<file path="src/rtl/core_wake_pkg.sv">
package core_wake_pkg;

  localparam int DATA_W = 32;

  // Core-release bit positions
  localparam int SOC_DBG_BIT = 24;
  localparam int ETM_BASE    = 20;
  localparam int DBG_BASE    = 16;
  localparam int HRST_BIT    = 12;
  localparam int L2_BIT      = 8;
  localparam int CX_BASE     = 4;

  // Gate bit positions
  localparam int GATE_CL_SINGLE = 4;
  localparam int GATE_CL_TWO    = 0;

  localparam int CLAMP_STEPS = 9;

  localparam logic [DATA_W-1:0] RST_CORE  = '0;
  localparam logic [DATA_W-1:0] RST_POR   = '0;
  localparam logic [DATA_W-1:0] RST_POR2  = '0;
  localparam logic [DATA_W-1:0] RST_GATE  = 32'h0000_001F;
  localparam logic [DATA_W-1:0] RST_CTRL0 = 32'h0000_000F;
  localparam logic [DATA_W-1:0] RST_CTRL1 = 32'h0000_0001;
  localparam logic [7:0]        RST_CLAMP = 8'hFF;

  typedef enum logic [2:0] {
    KIND_CORE  = 3'd0,
    KIND_POR   = 3'd1,
    KIND_POR2  = 3'd2,
    KIND_GATE  = 3'd3,
    KIND_CTRL0 = 3'd4,
    KIND_CTRL1 = 3'd5,
    KIND_CLAMP = 3'd6
  } regKind_e;

  typedef struct packed {
    logic       coreRstClr;
    logic       por2Clr;
    logic       l1Clr;
    logic       clampWr;
    logic [3:0] clampStep;
    logic       gateClr;
    logic       porSet;
    logic       por2Set;
    logic       coreRelease;
    logic       aceClr;
  } seqStrobes_t;

endpackage

</file>
<file path="src/rtl/core_wake_ctrl.sv">
module core_wake_ctrl
  import core_wake_pkg::*;
#(
  parameter int NUM_CLUSTERS      = 2,
  parameter int CORES_PER_CLUSTER = 4,
  parameter int CLK_FREQ_HZ       = 250_000_000,
  parameter int WAIT_US           = 10,
  parameter int POLL_LIMIT        = 100_000,
  localparam int CL_W     = (NUM_CLUSTERS > 1) ? $clog2(NUM_CLUSTERS) : 1,
  localparam int CO_W     = (CORES_PER_CLUSTER > 1) ? $clog2(CORES_PER_CLUSTER) : 1
) (
  input  logic            clk,
  input  logic            rstN,
  input  logic            start,
  input  logic [CL_W-1:0] reqCluster,
  input  logic [CO_W-1:0] reqCore,
  input  logic            reqTwoLevel,
  input  logic            reqBigCore,
  input  logic [7:0]      clampSense,
  output seqStrobes_t     strobes,
  output logic [CL_W-1:0] tgtCluster,
  output logic [CO_W-1:0] tgtCore,
  output logic            tgtTwoLevel,
  output logic            tgtBig,
  output logic            busy,
  output logic            done,
  output logic            timeoutErr
);

  localparam int RAW_WAIT = (CLK_FREQ_HZ / 1_000_000) * WAIT_US;
  localparam int WAIT_CYC = (RAW_WAIT > 0) ? RAW_WAIT : 1;
  localparam int WAIT_W   = $clog2(WAIT_CYC + 1);
  localparam int POLL_W   = $clog2(POLL_LIMIT + 1);
  localparam logic [WAIT_W-1:0] WAIT_LAST = WAIT_W'(WAIT_CYC - 1);
  localparam logic [POLL_W-1:0] POLL_LAST = POLL_W'(POLL_LIMIT - 1);
  localparam logic [3:0]        STEP_LAST = 4'(CLAMP_STEPS - 1);

  typedef enum logic [3:0] {
    S_IDLE, S_CORE_HOLD, S_POR2_HOLD, S_L1_OFF, S_CLAMP_WR, S_CLAMP_WAIT,
    S_POLL, S_GATE, S_POR_REL, S_POR2_REL, S_POR2_WAIT, S_CORE_REL, S_ACE_CLR
  } seqState_e;

  seqState_e state;
  logic [WAIT_W-1:0] waitCnt;
  logic [POLL_W-1:0] pollCnt;
  logic [3:0]        step;

  assign busy = (state != S_IDLE);

  always_ff @(posedge clk or negedge rstN) begin
    if (!rstN) begin
      state       <= S_IDLE;
      waitCnt     <= '0;
      pollCnt     <= '0;
      step        <= '0;
      tgtCluster  <= '0;
      tgtCore     <= '0;
      tgtTwoLevel <= 1'b0;
      tgtBig      <= 1'b0;
      done        <= 1'b0;
      timeoutErr  <= 1'b0;
    end else begin
      unique case (state)
        S_IDLE: if (start) begin
          tgtCluster  <= reqCluster;
          tgtCore     <= reqCore;
          tgtTwoLevel <= reqTwoLevel;
          tgtBig      <= reqBigCore;
          done        <= 1'b0;
          timeoutErr  <= 1'b0;
          state       <= S_CORE_HOLD;
        end
        S_CORE_HOLD: begin
          step <= '0;
          if (tgtTwoLevel)  state <= S_POR2_HOLD;
          else if (!tgtBig) state <= S_L1_OFF;
          else              state <= S_CLAMP_WR;
        end
        S_POR2_HOLD: state <= tgtBig ? S_CLAMP_WR : S_L1_OFF;
        S_L1_OFF:    state <= S_CLAMP_WR;
        S_CLAMP_WR: begin
          waitCnt <= '0;
          state   <= S_CLAMP_WAIT;
        end
        S_CLAMP_WAIT: begin
          if (waitCnt == WAIT_LAST) begin
            if (step == STEP_LAST) begin
              pollCnt <= '0;
              state   <= S_POLL;
            end else begin
              step  <= step + 4'd1;
              state <= S_CLAMP_WR;
            end
          end else begin
            waitCnt <= waitCnt + 1'b1;
          end
        end
        S_POLL: begin
          if (clampSense == 8'h00) begin
            state <= S_GATE;
          end else if (pollCnt == POLL_LAST) begin
            timeoutErr <= 1'b1;
            state      <= S_IDLE;
          end else begin
            pollCnt <= pollCnt + 1'b1;
          end
        end
        S_GATE:    state <= S_POR_REL;
        S_POR_REL: state <= tgtTwoLevel ? S_POR2_REL : S_CORE_REL;
        S_POR2_REL: begin
          waitCnt <= '0;
          state   <= S_POR2_WAIT;
        end
        S_POR2_WAIT: begin
          if (waitCnt == WAIT_LAST) state <= S_CORE_REL;
          else                      waitCnt <= waitCnt + 1'b1;
        end
        S_CORE_REL: state <= S_ACE_CLR;
        S_ACE_CLR: begin
          done  <= 1'b1;
          state <= S_IDLE;
        end
        default: state <= S_IDLE;
      endcase
    end
  end

  always_comb begin
    strobes             = '0;
    strobes.clampStep   = step;
    strobes.coreRstClr  = (state == S_CORE_HOLD);
    strobes.por2Clr     = (state == S_POR2_HOLD);
    strobes.l1Clr       = (state == S_L1_OFF);
    strobes.clampWr     = (state == S_CLAMP_WR);
    strobes.gateClr     = (state == S_GATE);
    strobes.porSet      = (state == S_POR_REL);
    strobes.por2Set     = (state == S_POR2_REL);
    strobes.coreRelease = (state == S_CORE_REL);
    strobes.aceClr      = (state == S_ACE_CLR);
  end

endmodule

</file>
<file path="src/rtl/core_wake_regs.sv">
module core_wake_regs
  import core_wake_pkg::*;
#(
  parameter int NUM_CLUSTERS      = 2,
  parameter int CORES_PER_CLUSTER = 4,
  localparam int CL_W = (NUM_CLUSTERS > 1) ? $clog2(NUM_CLUSTERS) : 1,
  localparam int CO_W = (CORES_PER_CLUSTER > 1) ? $clog2(CORES_PER_CLUSTER) : 1
) (
  input  logic              clk,
  input  logic              rstN,
  input  seqStrobes_t       strobes,
  input  logic [CL_W-1:0]   tgtCluster,
  input  logic [CO_W-1:0]   tgtCore,
  input  logic              tgtTwoLevel,
  input  logic              tgtBig,
  input  logic [2:0]        rdKind,
  input  logic [CL_W-1:0]   rdCluster,
  input  logic [CO_W-1:0]   rdCore,
  output logic [DATA_W-1:0] rdData
);

  logic [NUM_CLUSTERS-1:0][DATA_W-1:0] coreRstV, porV, por2V, gateV, ctrl0V, ctrl1V;
  logic [NUM_CLUSTERS-1:0][CORES_PER_CLUSTER-1:0][7:0] clampV;

  logic [DATA_W-1:0] coreBit, releaseMask, gateMask;
  logic [7:0]        clampVal;

  always_comb begin
    coreBit     = DATA_W'(1) << tgtCore;
    releaseMask = coreBit
                | (DATA_W'(1) << SOC_DBG_BIT)
                | (DATA_W'(1) << (DBG_BASE + int'(tgtCore)))
                | (DATA_W'(1) << L2_BIT)
                | (DATA_W'(1) << HRST_BIT)
                | (tgtBig ? (DATA_W'(1) << (CX_BASE + int'(tgtCore)))
                          : (DATA_W'(1) << (ETM_BASE + int'(tgtCore))));
    if (tgtTwoLevel)
      gateMask = (DATA_W'(1) << GATE_CL_TWO)
               | ((tgtCore == '0) ? (DATA_W'(1) << GATE_CL_SINGLE) : coreBit);
    else
      gateMask = coreBit | (DATA_W'(1) << GATE_CL_SINGLE);
    clampVal = 8'hFF >> strobes.clampStep;
  end

  for (genvar g = 0; g < NUM_CLUSTERS; g++) begin : gCluster
    logic hitC;
    logic [DATA_W-1:0] coreRstR, porR, por2R, gateR, ctrl0R, ctrl1R;
    assign hitC = (int'(tgtCluster) == g);

    always_ff @(posedge clk or negedge rstN) begin
      if (!rstN) begin
        coreRstR <= RST_CORE;
        porR     <= RST_POR;
        por2R    <= RST_POR2;
        gateR    <= RST_GATE;
        ctrl0R   <= RST_CTRL0;
        ctrl1R   <= RST_CTRL1;
      end else if (hitC) begin
        if (strobes.coreRstClr)  coreRstR <= coreRstR & ~coreBit;
        if (strobes.coreRelease) coreRstR <= coreRstR | releaseMask;
        if (strobes.por2Clr)     por2R    <= por2R & ~coreBit;
        if (strobes.por2Set)     por2R    <= por2R | coreBit;
        if (strobes.porSet)      porR     <= porR | coreBit;
        if (strobes.l1Clr)       ctrl0R   <= ctrl0R & ~coreBit;
        if (strobes.gateClr)     gateR    <= gateR & ~gateMask;
        if (strobes.aceClr)      ctrl1R   <= ctrl1R & ~DATA_W'(1);
      end
    end

    assign coreRstV[g] = coreRstR;
    assign porV[g]     = porR;
    assign por2V[g]    = por2R;
    assign gateV[g]    = gateR;
    assign ctrl0V[g]   = ctrl0R;
    assign ctrl1V[g]   = ctrl1R;

    for (genvar h = 0; h < CORES_PER_CLUSTER; h++) begin : gCore
      logic [7:0] clampR;
      always_ff @(posedge clk or negedge rstN) begin
        if (!rstN)
          clampR <= RST_CLAMP;
        else if (hitC && strobes.clampWr && (int'(tgtCore) == h))
          clampR <= clampVal;
      end
      assign clampV[g][h] = clampR;
    end
  end

  always_comb begin
    unique case (rdKind)
      KIND_CORE:  rdData = coreRstV[rdCluster];
      KIND_POR:   rdData = porV[rdCluster];
      KIND_POR2:  rdData = por2V[rdCluster];
      KIND_GATE:  rdData = gateV[rdCluster];
      KIND_CTRL0: rdData = ctrl0V[rdCluster];
      KIND_CTRL1: rdData = ctrl1V[rdCluster];
      KIND_CLAMP: rdData = DATA_W'(clampV[rdCluster][rdCore]);
      default:    rdData = '0;
    endcase
  end

endmodule

</file>
<file path="src/rtl/core_wake_seq.sv">
module core_wake_seq
  import core_wake_pkg::*;
#(
  parameter int NUM_CLUSTERS      = 2,
  parameter int CORES_PER_CLUSTER = 4,
  parameter int CLK_FREQ_HZ       = 250_000_000,
  parameter int WAIT_US           = 10,
  parameter int POLL_LIMIT        = 100_000,
  localparam int CL_W = (NUM_CLUSTERS > 1) ? $clog2(NUM_CLUSTERS) : 1,
  localparam int CO_W = (CORES_PER_CLUSTER > 1) ? $clog2(CORES_PER_CLUSTER) : 1
) (
  input  logic              clk,
  input  logic              rstN,
  input  logic              start,
  input  logic [CL_W-1:0]   reqCluster,
  input  logic [CO_W-1:0]   reqCore,
  input  logic              reqTwoLevel,
  input  logic              reqBigCore,
  input  logic [7:0]        clampSense,
  input  logic [2:0]        rdKind,
  input  logic [CL_W-1:0]   rdCluster,
  input  logic [CO_W-1:0]   rdCore,
  output logic [DATA_W-1:0] rdData,
  output logic              busy,
  output logic              done,
  output logic              timeoutErr
);

  seqStrobes_t     strobes;
  logic [CL_W-1:0] tgtCluster;
  logic [CO_W-1:0] tgtCore;
  logic            tgtTwoLevel;
  logic            tgtBig;

  core_wake_ctrl #(
    .NUM_CLUSTERS(NUM_CLUSTERS), .CORES_PER_CLUSTER(CORES_PER_CLUSTER),
    .CLK_FREQ_HZ(CLK_FREQ_HZ), .WAIT_US(WAIT_US), .POLL_LIMIT(POLL_LIMIT)
  ) ctrlInst (
    .clk(clk), .rstN(rstN), .start(start),
    .reqCluster(reqCluster), .reqCore(reqCore),
    .reqTwoLevel(reqTwoLevel), .reqBigCore(reqBigCore),
    .clampSense(clampSense), .strobes(strobes),
    .tgtCluster(tgtCluster), .tgtCore(tgtCore),
    .tgtTwoLevel(tgtTwoLevel), .tgtBig(tgtBig),
    .busy(busy), .done(done), .timeoutErr(timeoutErr)
  );

  core_wake_regs #(
    .NUM_CLUSTERS(NUM_CLUSTERS), .CORES_PER_CLUSTER(CORES_PER_CLUSTER)
  ) regsInst (
    .clk(clk), .rstN(rstN), .strobes(strobes),
    .tgtCluster(tgtCluster), .tgtCore(tgtCore),
    .tgtTwoLevel(tgtTwoLevel), .tgtBig(tgtBig),
    .rdKind(rdKind), .rdCluster(rdCluster), .rdCore(rdCore),
    .rdData(rdData)
  );

endmodule

</file>
<file path="config.mk">
export PLATFORM = sky130hd
export DESIGN_NAME = core_wake_seq
export DESIGN_NICKNAME = d
export VERILOG_FILES = /design/src/rtl/core_wake_pkg.sv /design/src/rtl/core_wake_ctrl.sv /design/src/rtl/core_wake_regs.sv /design/src/rtl/core_wake_seq.sv
export SDC_FILE = /design/constraint.sdc
export NUM_CORES = 1
export LEC_CHECK = 0
export ABC_AREA = 1
export BUFFER_PORTS_ARGS = -buffer_cell sky130_fd_sc_hd__buf_4
export CAP_MARGIN = 15
export CORE_MARGIN = 1
export CORE_UTILIZATION = 45
export DETAILED_ROUTE_END_ITERATION = 12
export PLACE_DENSITY = 0.63
export SETUP_SLACK_MARGIN = 0.1
export SLEW_MARGIN = 25
export SYNTH_ARGS = -nofsm -noshare
export SYNTH_HDL_FRONTEND = slang
export SYNTH_HIERARCHICAL = 1
export SYNTH_SLANG_ARGS = --single-unit
export TNS_END_PERCENT = 5
</file>
<file path="constraint.sdc">
create_clock -name clk -period 1.8 [get_ports clk]
set_input_delay 0.36 -clock clk [delete_from_list [all_inputs] [get_ports clk]]
set_output_delay 0.36 -clock clk [all_outputs]
set_load 0.02 [all_outputs]
</file>
==> results.md <==
- The initial antenna violation count is 0.
- The start-to-end type of the worst setup path is reg -> out.
- The maximum fanout along the worst path is 2.
- Setup slack on the critical path of the routed design comes to -0.196 ns.
- The number of diodes added for antenna fixing is 0.
- The post-detailed-routing wire length is ~24000 um.
- The detailed-routing iteration count for the pre-antenna-repair pass is 7.
- The number of flops mapped to enable cells by yosys is 0.
- The number of hold violations in the final report was 0.
- At the end of the flow, the number of nets in the layout was 1328.
- The path class of the tightest hold or removal check is in -> reg.
- Synthesis produced about 1200 cells.
- The DRC violation count after routing is 0.
- The netlist area before placement is about 0.0095 mm2.
- The share of the yosys chip area belonging to registers is 48.0%.
- The routability congestion estimate is approximately 0.91.
- The half-perimeter wire length of the detailed placement result is roughly 17000 um.
- STA puts the critical path data required time at about 1.4 ns.
- The clock skew is 0.00751 ns.
- The number of distinct library cell variants in the gate-level netlist after synthesis is between 40 and 50.
- The total clock buffers created by CTS is 17.
- Setup repair after global routing could not meet its margin everywhere.
- The clock tree from TritonCTS is built.
- The warning count from the yosys run is 6.
- The largest net degree at the start of global routing is between 50 and 60.
- Of the available clock period, the critical path in the final layout requires 111%.
- The final core utilization is a little over half.
- The core region area is slightly above 0.02 mm2.
- Adding up every negative setup slack in the final design gives -1.12 ns.
- Averaged over all synthesized cells, the footprint is a little under 8 um2.
- For this run, the leading register cell type out of synthesis is dfrtp_1.
- The number of clock sinks is 178.
- In the final layout, the share of cells above drive strength 1 is 25.6%.
- The maximum resistive drop on vdd is 576 uV.
- The detail-routed via count per cell is just over 5.
- Across every metal layer, demand over resource in global routing totals 23.0%.
- The clock tree buffer depth is 2.
- The endpoint arrival time on the critical path is between 1.5 and 2 ns.
- The minimum period implied by the final worst setup slack is roughly 2 ns.
- The floorplan has 52 rows.
- The die span in y is 147 um.
- between 50 and 60 I/O pins were placed.
- After detailed routing, the average wire length per cell comes to 14.9 um.
- The die footprint is between 0.02 and 0.025 mm2.
- The launching element type of the critical path is a flip-flop.
- Setup violations remaining at the end of the flow were counted as 8.
- The count of input and output buffers is 43.
- The width of the chip is around 150 um.
- The total global routing overflow is 0.
- Leaving out fill and tap cells, the most frequent cells in the layout are nand2_1, inv_1, nor2_1.
- The fill cell total of the finished layout is around 1900.
- Clock-pin slew was measured on the worst setup and hold paths at approximately 0.070 ns.
- The worst setup path is captured at an output port.
- Summing all multi-input logic gate instances after layout gives 0.00429 mm2.
- Timing would allow up to 501 MHz.
- The relative area change from synthesis to final layout is 18.3%.
- The number of global-route vias before repair is between 7000 and 8000.
- Once the floorplan was initialized, standard cells occupied 46.5% of the core.
- The library cell used most frequently in the layout, excluding fill and tap cells, is nand2_1.
- The async set or reset register ratio after synthesis is 100%.
- The leakage dissipation is roughly 5.2 nW.
- Detailed routing inserted a total of approximately 8000 vias.
- Clock latency on the worst-skew pair, taken at its later pin, is around 0.43 ns.
- Power spread over the standard cell area amounts to around 740 mW/mm2.
- The number of max-slew violations in the final report is 0.
- In this run, synthesis produced a sequential element count of roughly 180.
- Registers take 0.00456 mm2.
- The number of max-cap violations is 0.
- The first-pass GRT wire length is 39400 um.
- In this run, the number of DRC markers left after iteration 0 of detailed routing was around 480.
- The detail route stage leaves a number of antenna-violating nets equal to 0.
- The final reports fail on negative setup slack.
- The H-tree generated during clock tree synthesis spans 4 levels.
- The flow ran to the end, but the final reports show violations.
- The cell at the root of the clock tree is clkbuf_16.
==> kinds of logic (layout without fill, tap and decap cells) <==
family	after synthesis	in the layout	share of synthesized area [%]
fa+ha+maj	4	4	0.527
buf+inv	190	272	9.32
simple gates	633	633	28.8
compound gates	205	205	12.3
other cells	1	13	0.0395
xor+xnor	10	10	0.922
flops	178	178	48.0
==> report_power, final <==
part,switching [mW],leakage [nW],internal [mW]
clock,1.70,0.284,2.09
sequential,0.0114,2.14,4.01
combinational,0.325,2.74,0.149
==> layer usage <==
layer	global-route usage (%)	part of all wire, %	up-vias
li1	-	-	3997
met1	30.1	46	3809
met2	39.2	49	152
met3	3.98	3.6	21
met4	6.03	1.2	0
met5	0	0	-
==> layout make-up <==
| cell class | instances | area share, % |
|---|---|---|
| tap | 270 | 3.01 |
| sequential | 178 | 40.6 |
| inverter | 141 | 4.78 |
| multi-input combinational | 865 | 38.2 |
| clock buffer | 17 | 3.79 |
| clock inverter | 15 | 1.54 |
| timing repair buffer | 99 | 8.01 |
==> registers in the layout (all words and copies together), names as in the netlist, 4 cells and up, named ones only <==
register	flops
regsInst/gCluster.gateR	10
regsInst/gCluster.ctrl0R	8
ctrlInst/waitCnt	12
regsInst/gCluster.porR	8
ctrlInst/pollCnt	17
regsInst/gCluster.gCore.clampR	64
regsInst/gCluster.coreRstR	26
ctrlInst/state	4
ctrlInst/step	4
==> repair_timing <==
action                                 4_1_cts  5_1_grt
hold buffers                                 1        0
buffers inserted                             1        1
endpoints found under the hold margin       29        0
pin swaps                                   10       14
cloned                                       0        0
setup endpoints to repair                   46      155
gates resized for setup                     26       62
==> critical path: stages, from the launching register on <==
cell	delay (ns)
dfstp_2	0.52
inv_2	0.04
o21ai_2	0.16
a22oi_2	0.12
buf_4	0.17
nand2_4	0.08
buf_6	0.11
==> worst paths after layout <==
| kind | startpoint | to | slack, ns | cells past startpoint |
|---|---|---|---|---|
| max | regsInst/gCluster[0].gateR[4] | rdData[4] | -0.20 | 6 |
| min | reqTwoLevel | ctrlInst/tgtTwoLevel | 0.13 | 3 |
| max reg2reg | ctrlInst/state[3] | ctrlInst/pollCnt[11] | 0.07 | 9 |
| min reg2reg | regsInst/gCluster[0].gateR[2] | regsInst/gCluster[0].gateR[2] | 0.45 | 2 |
| max in group asynchronous | rstN | regsInst/gCluster[0].gCore[0].clampR[6] | 0.75 | 3 |
| min in group asynchronous | rstN | ctrlInst/waitCnt[0] | 0.40 | 2 |
==> synth_stat cells, types with 2 or more instances <==
library cell  instances  share of area, %
inv_1               124               4.9
o21ai_0              74               3.9
o22ai_1               2              0.13
inv_2                15              0.59
nand2_2              26               1.7
dfrtp_1              94                25
buf_6                 6              0.71
o21bai_1             18               1.4
inv_4                 2              0.13
xor2_1                7              0.65
o211ai_1             12              0.95
buf_4                24               1.9
o21ai_1              42               2.2
nand4_1               7              0.46
nand3b_1              2              0.16
a21boi_1              2              0.16
dfstp_2              84                23
a21boi_0              6              0.47
nor2_4               10               1.2
nand2_4               4              0.47
xnor2_1               3              0.28
a21oi_1              37               2.0
o21a_1                6              0.47
nor2_1              104               4.1
buf_2                16              0.84
ha_1                  4              0.53
nand2_1             390                15
or2_2                 7              0.46
nor3_1               10              0.53
nand3_1              67               3.5
nor2_8                2              0.42
clkbuf_1              2             0.079
==> per-stage QoR <==
stage	hold WS, ns	instance area, um2	setup slack, ns	power (mW)	std cells
after floorplan	0.0644	9560	0.0939	4.34	1233
after global placement	0.288	10400	-0.0974	4.55	1553
after detailed placement	0.289	10400	-0.129	4.55	1553
after CTS	0.117	11100	-0.203	8.37	1585
after global routing	0.129	11200	-0.239	8.57	1585
final	0.134	11200	-0.196	8.30	1585
Power figures use the tool's default switching activity.
